<file path="src/rtl/i2cm_irq_pkg.sv">
package i2cm_irq_pkg;

  localparam int STAT_W = 12;

  localparam int B_RX_FULL  = 2;
  localparam int B_TX_EMPTY = 4;
  localparam int B_TX_ABORT = 6;
  localparam int BUS_ACT_BIT = 5;

  localparam logic [STAT_W-1:0] LEVEL_BITS  = 12'h014;
  localparam logic [STAT_W-1:0] STICKY_BITS = ~LEVEL_BITS;

  localparam int A_MASK    = 0;
  localparam int A_MSTAT   = 1;
  localparam int A_RAW     = 2;
  localparam int A_ABORT   = 3;
  localparam int A_BUS     = 4;
  localparam int A_CLR_ALL = 5;
  localparam int A_CLR_LO  = 6;
  localparam int A_CLR_HI  = 15;

  // Per-source clear address for a sticky bit position.
  function automatic int clr_addr(input int b);
    if (b < B_RX_FULL)       return A_CLR_LO + b;
    else if (b < B_TX_EMPTY) return A_CLR_LO + b - 1;
    else                     return A_CLR_LO + b - 2;
  endfunction

endpackage

</file>
<file path="src/rtl/i2cm_irq_sticky.sv">
module i2cm_irq_sticky (
  input  logic clk,
  input  logic rst_n,
  input  logic set_i,
  input  logic clr_i,
  output logic q_o
);

  logic q_q;
  logic q_n;
  logic q_en;

  always_comb begin
    q_en = set_i | clr_i;
    q_n  = set_i;            // a same-cycle event beats the clear
  end

  always_ff @(posedge clk or negedge rst_n) begin
    if (!rst_n)    q_q <= 1'b0;
    else if (q_en) q_q <= q_n;
  end

  assign q_o = q_q;

  // event always leaves the bit set
  a_r4_event_wins: assert property (@(posedge clk) disable iff (!rst_n)
    set_i |=> q_o);
  // clear without event drops the bit
  a_r3_clear_drops: assert property (@(posedge clk) disable iff (!rst_n)
    (clr_i && !set_i) |=> !q_o);
  // no event and no clear keeps the bit
  a_r2_sticky_hold: assert property (@(posedge clk) disable iff (!rst_n)
    (!set_i && !clr_i) |=> $stable(q_o));

endmodule

</file>
<file path="src/rtl/i2cm_irq_abort_cap.sv">
module i2cm_irq_abort_cap #(
  parameter int ABRT_W = 16
) (
  input  logic              clk,
  input  logic              rst_n,
  input  logic              evt_i,
  input  logic [ABRT_W-1:0] reason_i,
  input  logic              clr_i,
  output logic [ABRT_W-1:0] src_o
);

  logic [ABRT_W-1:0] src_q;
  logic [ABRT_W-1:0] src_n;
  logic              src_en;

  always_comb begin
    src_en = evt_i | clr_i;
    src_n  = clr_i ? '0 : src_q;
    if (evt_i) src_n = src_n | reason_i;
  end

  always_ff @(posedge clk or negedge rst_n) begin
    if (!rst_n)      src_q <= '0;
    else if (src_en) src_q <= src_n;
  end

  assign src_o = src_q;

  // clear without new abort empties the cause register
  a_r9_cause_cleared: assert property (@(posedge clk) disable iff (!rst_n)
    (clr_i && !evt_i) |=> (src_o == '0));
  // an abort always leaves its reason bits present
  a_r9_cause_kept: assert property (@(posedge clk) disable iff (!rst_n)
    evt_i |=> ((src_o & $past(reason_i)) == $past(reason_i)));
  // nothing changes the register when idle
  a_r9_cause_hold: assert property (@(posedge clk) disable iff (!rst_n)
    (!evt_i && !clr_i) |=> $stable(src_o));

endmodule

</file>
<file path="src/rtl/i2cm_irq_regif.sv">
module i2cm_irq_regif
  import i2cm_irq_pkg::*;
#(
  parameter int ADDR_W = 5,
  parameter int DATA_W = 32,
  parameter int ABRT_W = 16
) (
  input  logic              clk,
  input  logic              rst_n,
  input  logic              rd_i,
  input  logic              wr_i,
  input  logic [ADDR_W-1:0] addr_i,
  input  logic [DATA_W-1:0] wdata_i,
  input  logic [STAT_W-1:0] raw_i,
  input  logic [ABRT_W-1:0] abort_i,
  input  logic              busy_i,
  output logic [STAT_W-1:0] mask_o,
  output logic [STAT_W-1:0] clr_o,
  output logic              clr_all_o,
  output logic [DATA_W-1:0] rdata_o
);

  logic [STAT_W-1:0] mask_q;
  logic [STAT_W-1:0] mask_n;
  logic              mask_en;
  logic [DATA_W-1:0] rdata_q;
  logic [DATA_W-1:0] rdata_n;

  // per-source clear decode
  genvar gi;
  generate
    for (gi = 0; gi < STAT_W; gi++) begin : g_clr
      if (STICKY_BITS[gi]) begin : g_stk
        assign clr_o[gi] = rd_i && (addr_i == ADDR_W'(clr_addr(gi)));
      end else begin : g_lvl
        assign clr_o[gi] = 1'b0;
      end
    end
  endgenerate

  assign clr_all_o = rd_i && (addr_i == ADDR_W'(A_CLR_ALL));

  always_comb begin
    mask_en = wr_i && (addr_i == ADDR_W'(A_MASK));
    mask_n  = wdata_i[STAT_W-1:0];
  end

  always_comb begin
    rdata_n = '0;
    case (addr_i)
      ADDR_W'(A_MASK):  rdata_n[STAT_W-1:0] = mask_q;
      ADDR_W'(A_MSTAT): rdata_n[STAT_W-1:0] = raw_i & mask_q;
      ADDR_W'(A_RAW):   rdata_n[STAT_W-1:0] = raw_i;
      ADDR_W'(A_ABORT): rdata_n[ABRT_W-1:0] = abort_i;
      ADDR_W'(A_BUS):   rdata_n[BUS_ACT_BIT] = busy_i;
      default:          rdata_n = '0;
    endcase
  end

  always_ff @(posedge clk or negedge rst_n) begin
    if (!rst_n)       mask_q <= '0;
    else if (mask_en) mask_q <= mask_n;
  end

  always_ff @(posedge clk or negedge rst_n) begin
    if (!rst_n)     rdata_q <= '0;
    else if (rd_i)  rdata_q <= rdata_n;
  end

  assign mask_o  = mask_q;
  assign rdata_o = rdata_q;

  // a clear read returns zero
  a_r3_clear_reads_zero: assert property (@(posedge clk) disable iff (!rst_n)
    (rd_i && (clr_o != '0)) |=> (rdata_o == '0));
  // writes elsewhere leave the mask alone
  a_r11_wr_ignored: assert property (@(posedge clk) disable iff (!rst_n)
    (wr_i && (addr_i != ADDR_W'(A_MASK))) |=> $stable(mask_o));
  // read data holds without a read strobe
  a_r12_rdata_hold: assert property (@(posedge clk) disable iff (!rst_n)
    !rd_i |=> $stable(rdata_o));
  // at most one per-source clear per access
  a_r3_one_clear: assert property (@(posedge clk) disable iff (!rst_n)
    $onehot0(clr_o));

endmodule

</file>
<file path="src/rtl/i2cm_irq_ctrl.sv">
module i2cm_irq_ctrl
  import i2cm_irq_pkg::*;
#(
  parameter int ADDR_W = 5,
  parameter int DATA_W = 32,
  parameter int ABRT_W = 16
) (
  input  logic              clk,
  input  logic              rst_n,
  input  logic [11:0]       evt_i,
  input  logic              rx_full_i,
  input  logic              tx_empty_i,
  input  logic [ABRT_W-1:0] abort_reason_i,
  input  logic              master_act_i,
  input  logic              rd_i,
  input  logic              wr_i,
  input  logic [ADDR_W-1:0] addr_i,
  input  logic [DATA_W-1:0] wdata_i,
  output logic [DATA_W-1:0] rdata_o,
  output logic              irq_o
);

  logic [STAT_W-1:0] raw;
  logic [STAT_W-1:0] mask;
  logic [STAT_W-1:0] clr;
  logic              clr_all;
  logic [ABRT_W-1:0] abort_src;

  genvar gi;
  generate
    for (gi = 0; gi < STAT_W; gi++) begin : g_src
      if (gi == B_RX_FULL) begin : g_rxf
        assign raw[gi] = rx_full_i;
      end else if (gi == B_TX_EMPTY) begin : g_txe
        assign raw[gi] = tx_empty_i;
      end else begin : g_stk
        i2cm_irq_sticky u_bit (
          .clk   (clk),
          .rst_n (rst_n),
          .set_i (evt_i[gi]),
          .clr_i (clr[gi] | clr_all),
          .q_o   (raw[gi])
        );
      end
    end
  endgenerate

  i2cm_irq_abort_cap #(.ABRT_W(ABRT_W)) u_abort (
    .clk      (clk),
    .rst_n    (rst_n),
    .evt_i    (evt_i[B_TX_ABORT]),
    .reason_i (abort_reason_i),
    .clr_i    (clr[B_TX_ABORT] | clr_all),
    .src_o    (abort_src)
  );

  i2cm_irq_regif #(.ADDR_W(ADDR_W), .DATA_W(DATA_W), .ABRT_W(ABRT_W)) u_regif (
    .clk       (clk),
    .rst_n     (rst_n),
    .rd_i      (rd_i),
    .wr_i      (wr_i),
    .addr_i    (addr_i),
    .wdata_i   (wdata_i),
    .raw_i     (raw),
    .abort_i   (abort_src),
    .busy_i    (master_act_i),
    .mask_o    (mask),
    .clr_o     (clr),
    .clr_all_o (clr_all),
    .rdata_o   (rdata_o)
  );

  assign irq_o = |(raw & mask);

  // zero mask keeps the line quiet
  a_r8_mask_zero_quiet: assert property (@(posedge clk) disable iff (!rst_n)
    (mask == '0) |-> !irq_o);
  // clear-all with no incoming event empties every sticky bit and the cause
  a_r5_clear_all: assert property (@(posedge clk) disable iff (!rst_n)
    (clr_all && ((evt_i & STICKY_BITS) == '0)) |=>
      (((raw & STICKY_BITS) == '0) && (abort_src == '0)));
  // level bits track their inputs
  a_r6_levels_live: assert property (@(posedge clk) disable iff (!rst_n)
    (raw[B_RX_FULL] == rx_full_i) && (raw[B_TX_EMPTY] == tx_empty_i));

endmodule

</file>
<file path="config.mk">
export PLATFORM = sky130hd
export DESIGN_NAME = i2cm_irq_ctrl
export DESIGN_NICKNAME = d
export VERILOG_FILES = /design/src/rtl/i2cm_irq_pkg.sv /design/src/rtl/i2cm_irq_sticky.sv /design/src/rtl/i2cm_irq_abort_cap.sv /design/src/rtl/i2cm_irq_regif.sv /design/src/rtl/i2cm_irq_ctrl.sv
export SDC_FILE = /design/constraint.sdc
export NUM_CORES = 1
export LEC_CHECK = 0
export ABC_AREA = 0
export BUFFER_PORTS_ARGS = -buffer_cell sky130_fd_sc_hd__buf_2
export CORE_MARGIN = 2
export CORE_UTILIZATION = 53
export DETAILED_ROUTE_END_ITERATION = 8
export GPL_ROUTABILITY_DRIVEN = 1
export GPL_TIMING_DRIVEN = 0
export PLACE_DENSITY = 0.89
export SLEW_MARGIN = 20
export SYNTH_ARGS = -nofsm -noshare
export SYNTH_HDL_FRONTEND = slang
export SYNTH_HIERARCHICAL = 1
export SYNTH_SLANG_ARGS = --single-unit
</file>
<file path="constraint.sdc">
create_clock -name clk -period 1.8 [get_ports clk]
set_input_delay 0.09 -clock clk [delete_from_list [all_inputs] [get_ports clk]]
set_output_delay 0.09 -clock clk [all_outputs]
set_load 0.02 [all_outputs]
</file>
* Yosys cells after proc, flatten, opt, wreduce, memory -nomap -nowiden
Index checks and enable logic that the tools add are counted.
Word-level totals: flip-flop bits (word level) 54, output and inout port bits 33
Cells by class: mux-type cells 6, reduce and logical (&&, ||, !) cells 14, bitwise gates (word level) 22, eq/ne operators 15
Operators by type and width (count):
- == test 5 x 4 -> 1 bit, second input constant | 8
- 2-to-1 mux 16 bit | 2
- one-hot mux 6 bit (4 select lines) | 1
- == test 5 x 3 -> 1 bit, second input constant | 4
- OR 1 bit | 20
- one-hot mux 5 bit (4 select lines) | 1
- OR 16 bit | 1
- bitwise AND 12 bit | 1
- logical AND 1 bit | 12
- OR reduction 12 bit | 1
- == test 5 x 2 -> 1 bit, second input constant | 2
- == test 5 x 1 -> 1 bit, second input constant | 1
- logical NOT 5 bit | 1
- one-hot mux 1 bit (5 select lines) | 1
- 2-to-1 mux 4 bit | 1

* Depth between registers and ports, before layout
depth in word-level cells 6, mapped depth 7, mapped depth without buffers 6

* Hierarchy
Netlist, hierarchy kept.
By module, submodules not included:
- i2cm_irq_regif | cells each 146, instances 1, area each 1647.8 um^2, seq. area each 700.7 um^2
- i2cm_irq_abort_cap | cells each 67, instances 1, area each 671.9 um^2, seq. area each 400.4 um^2
- i2cm_irq_sticky | cells each 3, instances 10, area each 36.3 um^2, seq. area each 25.0 um^2
- i2cm_irq_ctrl | cells each 17, instances 1, area each 138.9 um^2, seq. area each 0.0 um^2

* Least setup slack after synthesis
Ideal clock, no wire load.
kind input to register, start input addr_i[1], end register u_abort.src_q[10], in the netlist u_abort/src_o[10], arrival time 1.285 ns, stages on the path 7, buffers on the path 3, setup slack 0.396 ns, path through buf_4 -> buf_2 -> nand2b_1 -> nor2_1 -> or2_2 -> buf_6 -> o21ai_2
Between the ends: word-level cells in the longest chain between the ends 6, elaborated cells on any way between the ends 9, classes of those cells 2 x eq/ne; 2 x mux; 3 x bitwise; 2 x reduce/logical
RTL lines:
- start, declared | RTL line i2cm_irq_ctrl.sv:17 | input logic [ADDR_W-1:0] addr_i,
- == test 5 x 3 -> 1 bit * | RTL line i2cm_irq_regif.sv:41 | assign clr_all_o = rd_i && (addr_i == ADDR_W'(A_CLR_ALL));
- logical AND 1 bit * | RTL line i2cm_irq_regif.sv:41
- named net clr_all | RTL line i2cm_irq_ctrl.sv:26 | logic clr_all;
- OR 1 bit * | RTL line i2cm_irq_ctrl.sv:53 | .clr_i (clr[B_TX_ABORT] | clr_all),
- 2-to-1 mux 16 bit | RTL line i2cm_irq_abort_cap.sv:18 | src_n = clr_i ? '0 : src_q;
- OR 16 bit | RTL line i2cm_irq_abort_cap.sv:19 | if (evt_i) src_n = src_n | reason_i;
- 2-to-1 mux 16 bit | RTL line i2cm_irq_abort_cap.sv:19
- end signal, assigned | RTL line i2cm_irq_abort_cap.sv:24 | else if (src_en) src_q <= src_n;
- end, declared | RTL line i2cm_irq_abort_cap.sv:12 | logic [ABRT_W-1:0] src_q;
Mark *: on every way through the listed nets, which the timed path passes. The rest lies on a longest branch. A chain may end at the register's enable or synchronous reset.

* Final worst setup path
start input addr_i[1], end register u_abort.src_q[3], in the netlist u_abort/src_o[3]
Same word-level chain as after synthesis.

==> run summary <==
Total power: 0.00274 W
Post_cts resized: 0
First-pass iteration count of the detailed router: 4
Cell count after placement: 408
Initial DRC Count: 137
Width of the die: 76.8 microns
Worst r2r src: g_src[6].g_stk.u_bit/q_o
Placement Rows: 26
DRC: 0
Slew HR: 0.557
Fmax: 641 MHz
Post-DR vias/cell: 5.07
Max FO, Critical Path: 10
Vias in the first global route: 2251
Critical Path Start Type: primary input
HP Class: primary input to flip-flop
Height of the die: 76.8 microns
Slew Viols, Final: 0
Commonest non-fill, non-tap cell in the layout: buf_2
Worst setup EP type: flip-flop
CTS tree: yes
Worst Path Arrival: 1.76 ns
Final Net Count: 442
Crit path top cell by count: buf_2
Hold path start: wdata_i[2]
Num Clock Sinks: 54
Die area: 0.00589 sq mm
ANT nets after route: 0
Clock slew at reported path FFs: 0.09 ns
Finished Layout Cells: 441
Hold depth: 2
Final period util: 0.866
Max Cap Viol: 0
Slew @ Worst Pin: 0.664 ns
IO Count: 105
Leading cell types in the layout, fill and taps excluded: buf_2, dfrtp_1, nand2_1
Largest net degree at the start of global routing: 55
Hold path endpoint: u_regif/mask_o[2]
Reg2Reg Depth: 3
Avg WL per Cell: 14.8 microns
Mapped Avg Cell Area: 10.9 sq um
Core area: 0.00511 sq mm
Root Buffer: clkbuf_8
RSZ-0062 raised after global routing: no
Max IR drop VDD: 0.461 mV
Cell Area, Synth: 0.00281 sq mm
Global-route wire length before repair: 10800 microns
Critical Path RT: 2.00 ns
Vias post-DR: 2238
R2R Setup Slk: 0.72 ns
Clock Latency Late Sink: 0.31 ns
Layout cell share with drive strength beyond 1: 0.367
Filler cell count: 398
Initial antenna violation count: 0
Final Routed Wirelength: 6510 microns
Critical Path, Cell by Cell: buf_2 > buf_4 > buf_2 > nand2b_1 > nor2_1 > or2_2 > buf_6 > o21ai_2
Slowest cell on crit path: nor2_1
Cell area power density: 753 mW/mm^2
Final min period: 1.56 ns
Final Hold Vio Count: 0
Total GRT Usage: 0.233
Reg-to-Reg End: u_regif/rdata_o[6]
Number of port buffers: 65
H-tree Lvls: 2
Setup CP Type: primary input to flip-flop
Final setup margin: 0.241 ns
Crit path launch: addr_i[1]
Post-Syn Instances: 258
Syn. warnings: 6
Setup WS pre-CTS: -0.0428 ns
Clk buf depth: 2
Leak: 1.86 nW
Final Skew: 0.00787 ns
DP HPWL: 4630 microns
Max incr delay on CP: 0.37 ns
Antenna diode count: 0
Placer congestion estimate: 0.834
Initial Util: 0.549
Num CTS Buffers: 5
Grt ovf: 0
Setup-failing EPs final: 0
Outcome: completed
Area delta synth->final: 29.6%
## flip-flops by register name (all words and copies together), names as in the netlist
signal	flops
u_regif/mask_o	12
u_abort/src_o	16
g_src.g_stk.u_bit/q_o	10
u_regif/rdata_o	16
## how the worst max path moves through the flow
stage	endpoint	slack (ns)
after floorplan	u_abort/src_o[10]	0.40
after global placement	u_abort/src_o[5]	0.003
after detailed placement	u_abort/src_o[6]	-0.04
after CTS	irq_o	0.23
after global routing	u_abort/src_o[10]	0.15
final	u_abort/src_o[3]	0.24
## routing by layer
layer	GRT usage	part of all wire	vias up
met3	0.0424	0.055	12
li1	-	-	1086
met2	0.394	0.49	77
met1	0.304	0.44	1063
met5	0	0	-
met4	0.0764	0.015	0
## worst max-delay path, delay by kind of cell
kind | cells | cell delay, ns
buffers and inverters | 4 | 0.73
AOI/OAI and AO/OA | 1 | 0.07
and+or+nand+nor | 3 | 0.86
## where the power goes
part | total (W) | switching, W | internal (W)
logic | 0.000544 | 0.000246 | 0.000298
clock network | 0.000797 | 0.000382 | 0.000415
registers | 0.00140 | 0.0000904 | 0.00131
total | 0.00274 | 0.000719 | 0.00202
## through the flow
step / setup TNS [ns] / utilization / cell area, sq um / hold WS [ns]
floorplan: 0 / - / 2860 / -0.206
global placement: 0 / 0.641 / 3280 / 0.272
detailed placement: -0.351 / 0.642 / 3280 / 0.167
CTS: 0 / 0.712 / 3640 / 0.00828
global route: 0 / 0.712 / 3640 / 0.00607
finish: 0 / 0.712 / 3640 / 0.0134
## area by class of cell
| cell class | instances | area (sq um) | share of cell area |
|---|---|---|---|
| plain buffers | 28 | 214 | 0.0588 |
| clock buffers | 6 | 72.6 | 0.0199 |
| clock inverters | 2 | 37.5 | 0.0103 |
| inverters | 28 | 105 | 0.0289 |
| multi-input cells | 163 | 1190 | 0.328 |
| flip-flops and latches | 54 | 1350 | 0.371 |
| well taps | 70 | 87.6 | 0.0241 |
| repair buffers | 90 | 578 | 0.159 |
## what timing repair did
action | in CTS | in global routing
hold buffers | 25 | 0
setup buffers | 0 | 0
endpoints found under the hold margin | 78 | 0
Power figures use the tool's default switching activity.
